File: src/rtl/wprot_pkg.sv
package wprot_pkg;
  localparam int NBLK = 4;
  localparam int BW   = $clog2(NBLK);

  typedef enum logic [1:0] {
    OP_NONE = 2'b00,
    OP_SET  = 2'b01,
    OP_CLR  = 2'b10,
    OP_STAT = 2'b11
  } wp_op_e;
endpackage

File: src/rtl/wprot_timer.sv
module wprot_timer #(
  parameter int TW = 64
) (
  input  logic clk,
  input  logic rst_n,
  input  logic start,
  output logic busy
);
  localparam int CW = $clog2(TW + 1);
  localparam logic [CW-1:0] LOADV = CW'(TW);

  logic [CW-1:0] cnt_q;

  always_ff @(posedge clk) begin
    if (!rst_n)            cnt_q <= '0;
    else if (start)        cnt_q <= LOADV;
    else if (cnt_q != '0)  cnt_q <= cnt_q - 1'b1;
  end

  assign busy = (cnt_q != '0);
endmodule

File: src/rtl/wprot_map.sv
module wprot_map
  import wprot_pkg::*;
(
  input  logic            clk,
  input  logic            load,
  input  logic [NBLK-1:0] load_bits,
  input  logic            set_en,
  input  logic            clr_en,
  input  logic [BW-1:0]   sel,
  output logic [NBLK-1:0] prot
);
  // No functional reset: these bits model nonvolatile cells.
  for (genvar b = 0; b < NBLK; b++) begin : g_bit
    logic bit_q;
    always_ff @(posedge clk) begin
      if (load)                                bit_q <= load_bits[b];
      else if (clr_en)                         bit_q <= 1'b0;
      else if (set_en && (sel == BW'(b)))      bit_q <= 1'b1;
    end
    assign prot[b] = bit_q;
  end
endmodule

File: src/rtl/wprot_resp.sv
module wprot_resp
  import wprot_pkg::*;
(
  input  logic            clk,
  input  logic            rst_n,
  input  logic [NBLK-1:0] prot,
  input  logic            stat_fire,
  input  logic [BW-1:0]   stat_blk,
  input  logic            wr_fire,
  input  logic [BW-1:0]   wr_blk,
  output logic            sts_valid,
  output logic            sts_prot,
  output logic            wr_pass,
  output logic            wr_err
);
  always_ff @(posedge clk) begin
    if (!rst_n) begin
      sts_valid <= 1'b0;
      sts_prot  <= 1'b0;
      wr_pass   <= 1'b0;
      wr_err    <= 1'b0;
    end else begin
      sts_valid <= stat_fire;
      sts_prot  <= stat_fire ? prot[stat_blk] : 1'b0;
      wr_pass   <= wr_fire && !prot[wr_blk];
      wr_err    <= wr_fire &&  prot[wr_blk];
    end
  end
endmodule

File: src/rtl/wprot_ctrl.sv
module wprot_ctrl
  import wprot_pkg::*;
#(
  parameter int TW = 64,
  parameter int AW = 8
) (
  input  logic            clk,
  input  logic            rst_n,
  input  logic            pwr_load,
  input  logic [NBLK-1:0] pwr_bits,
  input  logic            cmd_valid,
  output logic            cmd_ready,
  input  logic [1:0]      cmd_op,
  input  logic [BW-1:0]   cmd_blk,
  output logic            sts_valid,
  output logic            sts_prot,
  input  logic            wr_valid,
  output logic            wr_ready,
  input  logic            wr_page,
  input  logic [AW-1:0]   wr_addr,
  output logic            wr_pass,
  output logic            wr_err,
  output logic            busy
);
  wp_op_e          op;
  logic            cmd_fire, wr_fire;
  logic            set_en, clr_en, stat_fire;
  logic [BW-1:0]   wr_blk;
  logic [NBLK-1:0] prot_q;
  logic            unused_addr_lo;

  assign op        = wp_op_e'(cmd_op);
  assign cmd_ready = rst_n && !busy;
  assign wr_ready  = rst_n && !busy;
  assign cmd_fire  = cmd_valid && cmd_ready;
  assign wr_fire   = wr_valid && wr_ready;
  assign set_en    = cmd_fire && (op == OP_SET);
  assign clr_en    = cmd_fire && (op == OP_CLR);
  assign stat_fire = cmd_fire && (op == OP_STAT);

  // Page bit selects the upper pair of blocks, address MSB the half page.
  assign wr_blk         = {wr_page, wr_addr[AW-1]};
  assign unused_addr_lo = ^wr_addr[AW-2:0];

  wprot_timer #(.TW(TW)) u_timer (
    .clk   (clk),
    .rst_n (rst_n),
    .start (set_en || clr_en),
    .busy  (busy)
  );

  wprot_map u_map (
    .clk       (clk),
    .load      (pwr_load),
    .load_bits (pwr_bits),
    .set_en    (set_en),
    .clr_en    (clr_en),
    .sel       (cmd_blk),
    .prot      (prot_q)
  );

  wprot_resp u_resp (
    .clk       (clk),
    .rst_n     (rst_n),
    .prot      (prot_q),
    .stat_fire (stat_fire),
    .stat_blk  (cmd_blk),
    .wr_fire   (wr_fire),
    .wr_blk    (wr_blk),
    .sts_valid (sts_valid),
    .sts_prot  (sts_prot),
    .wr_pass   (wr_pass),
    .wr_err    (wr_err)
  );
endmodule

File: config.mk
export PLATFORM = sky130hd
export DESIGN_NAME = wprot_ctrl
export DESIGN_NICKNAME = d
export VERILOG_FILES = /design/src/rtl/wprot_pkg.sv /design/src/rtl/wprot_timer.sv /design/src/rtl/wprot_map.sv /design/src/rtl/wprot_resp.sv /design/src/rtl/wprot_ctrl.sv
export SDC_FILE = /design/constraint.sdc
export NUM_CORES = 1
export LEC_CHECK = 0
export ABC_AREA = 1
export BUFFER_PORTS_ARGS = -buffer_cell sky130_fd_sc_hd__buf_4
export CAP_MARGIN = 5
export CORE_UTILIZATION = 51
export CTS_CLUSTER_DIAMETER = 150
export CTS_CLUSTER_SIZE = 14
export DETAILED_ROUTE_END_ITERATION = 8
export HOLD_SLACK_MARGIN = 0.1
export MAX_ROUTING_LAYER = met4
export PLACE_DENSITY_LB_ADDON = 0.1
export SYNTH_ARGS = -nofsm -noshare
export SYNTH_HDL_FRONTEND = slang
export SYNTH_SLANG_ARGS = --single-unit
File: constraint.sdc
create_clock -name clk -period 2.7 [get_ports clk]
set_input_delay 0.54 -clock clk [delete_from_list [all_inputs] [get_ports clk]]
set_output_delay 0.54 -clock clk [all_outputs]
set_load 0.05 [all_outputs]
==> flow_summary.yaml <==
run_status:
  status: "finished clean"
timing:
  finalSetupViolations: 0
  hold_violations: 0
  slew_headroom: 0.763
  setup_tns_ps: 0
  clock_skew_ps: 7.02
  worst_slew_pin_slew_ps: 353
  rsz0062_at_grt: "no"
  maxSlewViolCount: 0
  period_needed_ps: 2120
  period_share: 0.786
  fmax_mhz: 471
setup_path:
  crit_path_frequent_cell: "inv_1"
  cp_max_fo: 10
  worst_setup_path_end_kind: "primary output"
  cp_num_buf_inv: 3
  required_ps: 2160
  start_kind: "flop"
  cpMaxStageDelayCell: "dfxtp_1"
  path_class: "flop to primary output"
  arrival_ps: 1580
  cp_top_family: "simple AND/OR/NAND/NOR gates"
  cp_slowest_stage_delay_ps: 320
  path_cells: "inv_1, ha_1, inv_1, nor2_4, nand3_4, nor2_8, buf_4"
detailed_routing:
  routed-wl-met2_um: 671
  wl_met1_um: 679
  vias: 717
  drt-pass1-iter-count: 4
  vias_per_cell: 4.81
  routed_wl_um: 1450
  avgRoutedWirePerCell_um: 9.73
  met3WireLength_um: 86
  drc_errors: 0
  ant_nets: 0
  drtIter0Drc: 13
  dr.max_layer_used: "met4"
flow_run:
  cap_viol_max_count: 0
floorplan:
  start_util: 0.548
  core_um2: 1520
  boundaryPins: 29
  dieArea_um2: 1800
  die_h_um: 42.5
  die_x_um: 42.5
  rows: 14
logic_synthesis:
  syn_nets: 133
  synth_top_family_by_area: "simple AND/OR/NAND/NOR gates"
  synth_seq_cells: 15
  yosys_warnings: 0
  yosys.area_share.adder: 0.0300
  synth-simple-area-share: 0.340
  syn_inst: 109
  seq_area_frac_synth: 0.408
  syn_area_per_cell_um2: 7.66
  yosys.cell_types.count: 25
  synth_compound_area_frac: 0.0945
  syn-cell-area_um2: 835
  synth_xor_area_frac: 0.0420
  synth_mux_area_frac: 0
clock_tree:
  cts_tree: "yes"
  path_clk_slew_ps: 100
  cts.sinks: 15
  htreeDepth: 1
  cts_root_buf: "clkbuf_4"
  post_cts_resized: 0
  clock_latency_ps: 290
  cts_hold_buf: 0
  cts_buffers: 3
  ctsLongestPathBuffers: 2
  cts_setup_buffers: 0
pwr:
  power_mw: 1.08
  peakVddDrop_mv: 0.761
  power_density_nw_per_um2: 1050
  p_leak_nw: 0.519
final_layout:
  synthToLayoutAreaGrowth_pct: 23.7
  drive_above_1_share: 0.271
  nFillCells: 119
  fin_nets: 158
  final_common_cell: "nand2_1"
  diodes: 0
  final_cell_mix: "nand2_1 (29), buf_4 (21), inv_1 (16), nor2_1 (13), dfxtp_1 (11)"
placed_design:
  portBuffers: 21
  gp_congestion: 0.814
  dp_hpwl_um: 1170
global_routing:
  grt_overflow: 0
  grt_max_degree: 11
  grt_pass1_wl_um: 2460
  grt_use_total: 0.186
  antenna_found_initial: 0
  first_global_vias: 637
worst_hold_path:
  hp-class: "primary input to flop"
-- final cells by class --
type | instances | area, um2 | area share
Sequential cell | 15 | 340 | 0.330
Tap cell | 16 | 20.0 | 0.0194
Multi-Input combinational cell | 76 | 423 | 0.410
Clock inverter | 1 | 5.00 | 0.00485
Inverter | 17 | 63.8 | 0.0618
Timing Repair Buffer | 21 | 158 | 0.153
Clock buffer | 3 | 22.5 | 0.0218
-- per-stage QoR --
stage                     instance area (um2)  cells  setup WS, ps   util  hold WS [ps]
after CTS                                1030    149           555  0.677           502
final                                    1030    149           578  0.677           512
after global routing                     1030    149           464  0.677           496
after global placement                   1000    145           877  0.659           512
after detailed placement                 1000    145           890  0.659           512
after floorplan                           835    109           664      -           502
-- state kept, by name, indices dropped and copies added, names as in the netlist --
signal             flops
u_resp.wr_err          1
u_resp.sts_valid       1
u_resp.sts_prot        1
u_resp.wr_pass         1
u_timer.cnt_q          7
u_map.g_bit.bit_q      4
-- kinds of logic (layout without fill, tap and decap cells) --
family	count (synthesis)	after routing
AO/OA/AOI/OAI	13	13
XOR/XNOR	4	4
buffers and inverters	18	42
adder cells (fa/ha/maj)	2	2
flip-flops	15	15
AND/OR/NAND/NOR	57	57
-- Yosys cell counts --
cell	number	area [um2]
inv_2	1	3.75
ha_1	2	25.0
nand2_2	2	12.5
nand3_1	4	20.0
buf_4	1	7.51
nand2_1	29	109
xor2_1	2	17.5
nand3_2	1	10.0
nor2_1	13	48.8
nor2_2	2	12.5
o21ai_0	2	10.0
nor2_8	1	20.0
dfxtp_1	11	220
a32oi_1	1	8.76
xnor2_1	2	17.5
nor2_4	2	22.5
nor2b_1	1	6.26
o21a_1	1	7.51
inv_1	16	60.1
nand3_4	1	17.5
o211ai_2	1	12.5
edfxtp_1	4	120
a21oi_1	4	20.0
o21ai_1	4	20.0
nor3_1	1	5.00
-- worst paths after layout --
check                                       from                    to  slack [ps]  cells after the start
worst min register to register  u_timer.cnt_q[0]      u_timer.cnt_q[0]         530                      3
worst min-delay path                   cmd_op[0]      u_resp.sts_valid         510                      3
worst max-delay path            u_timer.cnt_q[0]             cmd_ready         580                      7
worst max register to register  u_timer.cnt_q[0]  u_map.g_bit[0].bit_q        1010                      8
-- routing by layer --
| metal | vias up | track usage |
|---|---|---|
| met4 | 0 | 0.0375 |
| li1 | 385 | - |
| met5 | - | - |
| met3 | 2 | 0.0776 |
| met2 | 18 | 0.308 |
| met1 | 312 | 0.210 |
-- worst reg2reg max path: stages (launching register included) --
cell     delay (ps)
dfxtp_1         320
inv_1           120
ha_1            160
inv_1            60
nor2_4           90
nand3_4         160
nor2_8          170
nand3_1         150
o21ai_1         180
-- report_power, final --
part | leakage (nW) | internal [mW] | switching (mW) | total, mW
combinational | 0.373 | 0.224 | 0.381 | 0.605
clock | 0.0177 | 0.0552 | 0.0774 | 0.133
sequential | 0.128 | 0.290 | 0.0545 | 0.345
total | 0.519 | 0.570 | 0.513 | 1.08
Power figures use the tool's default switching activity.
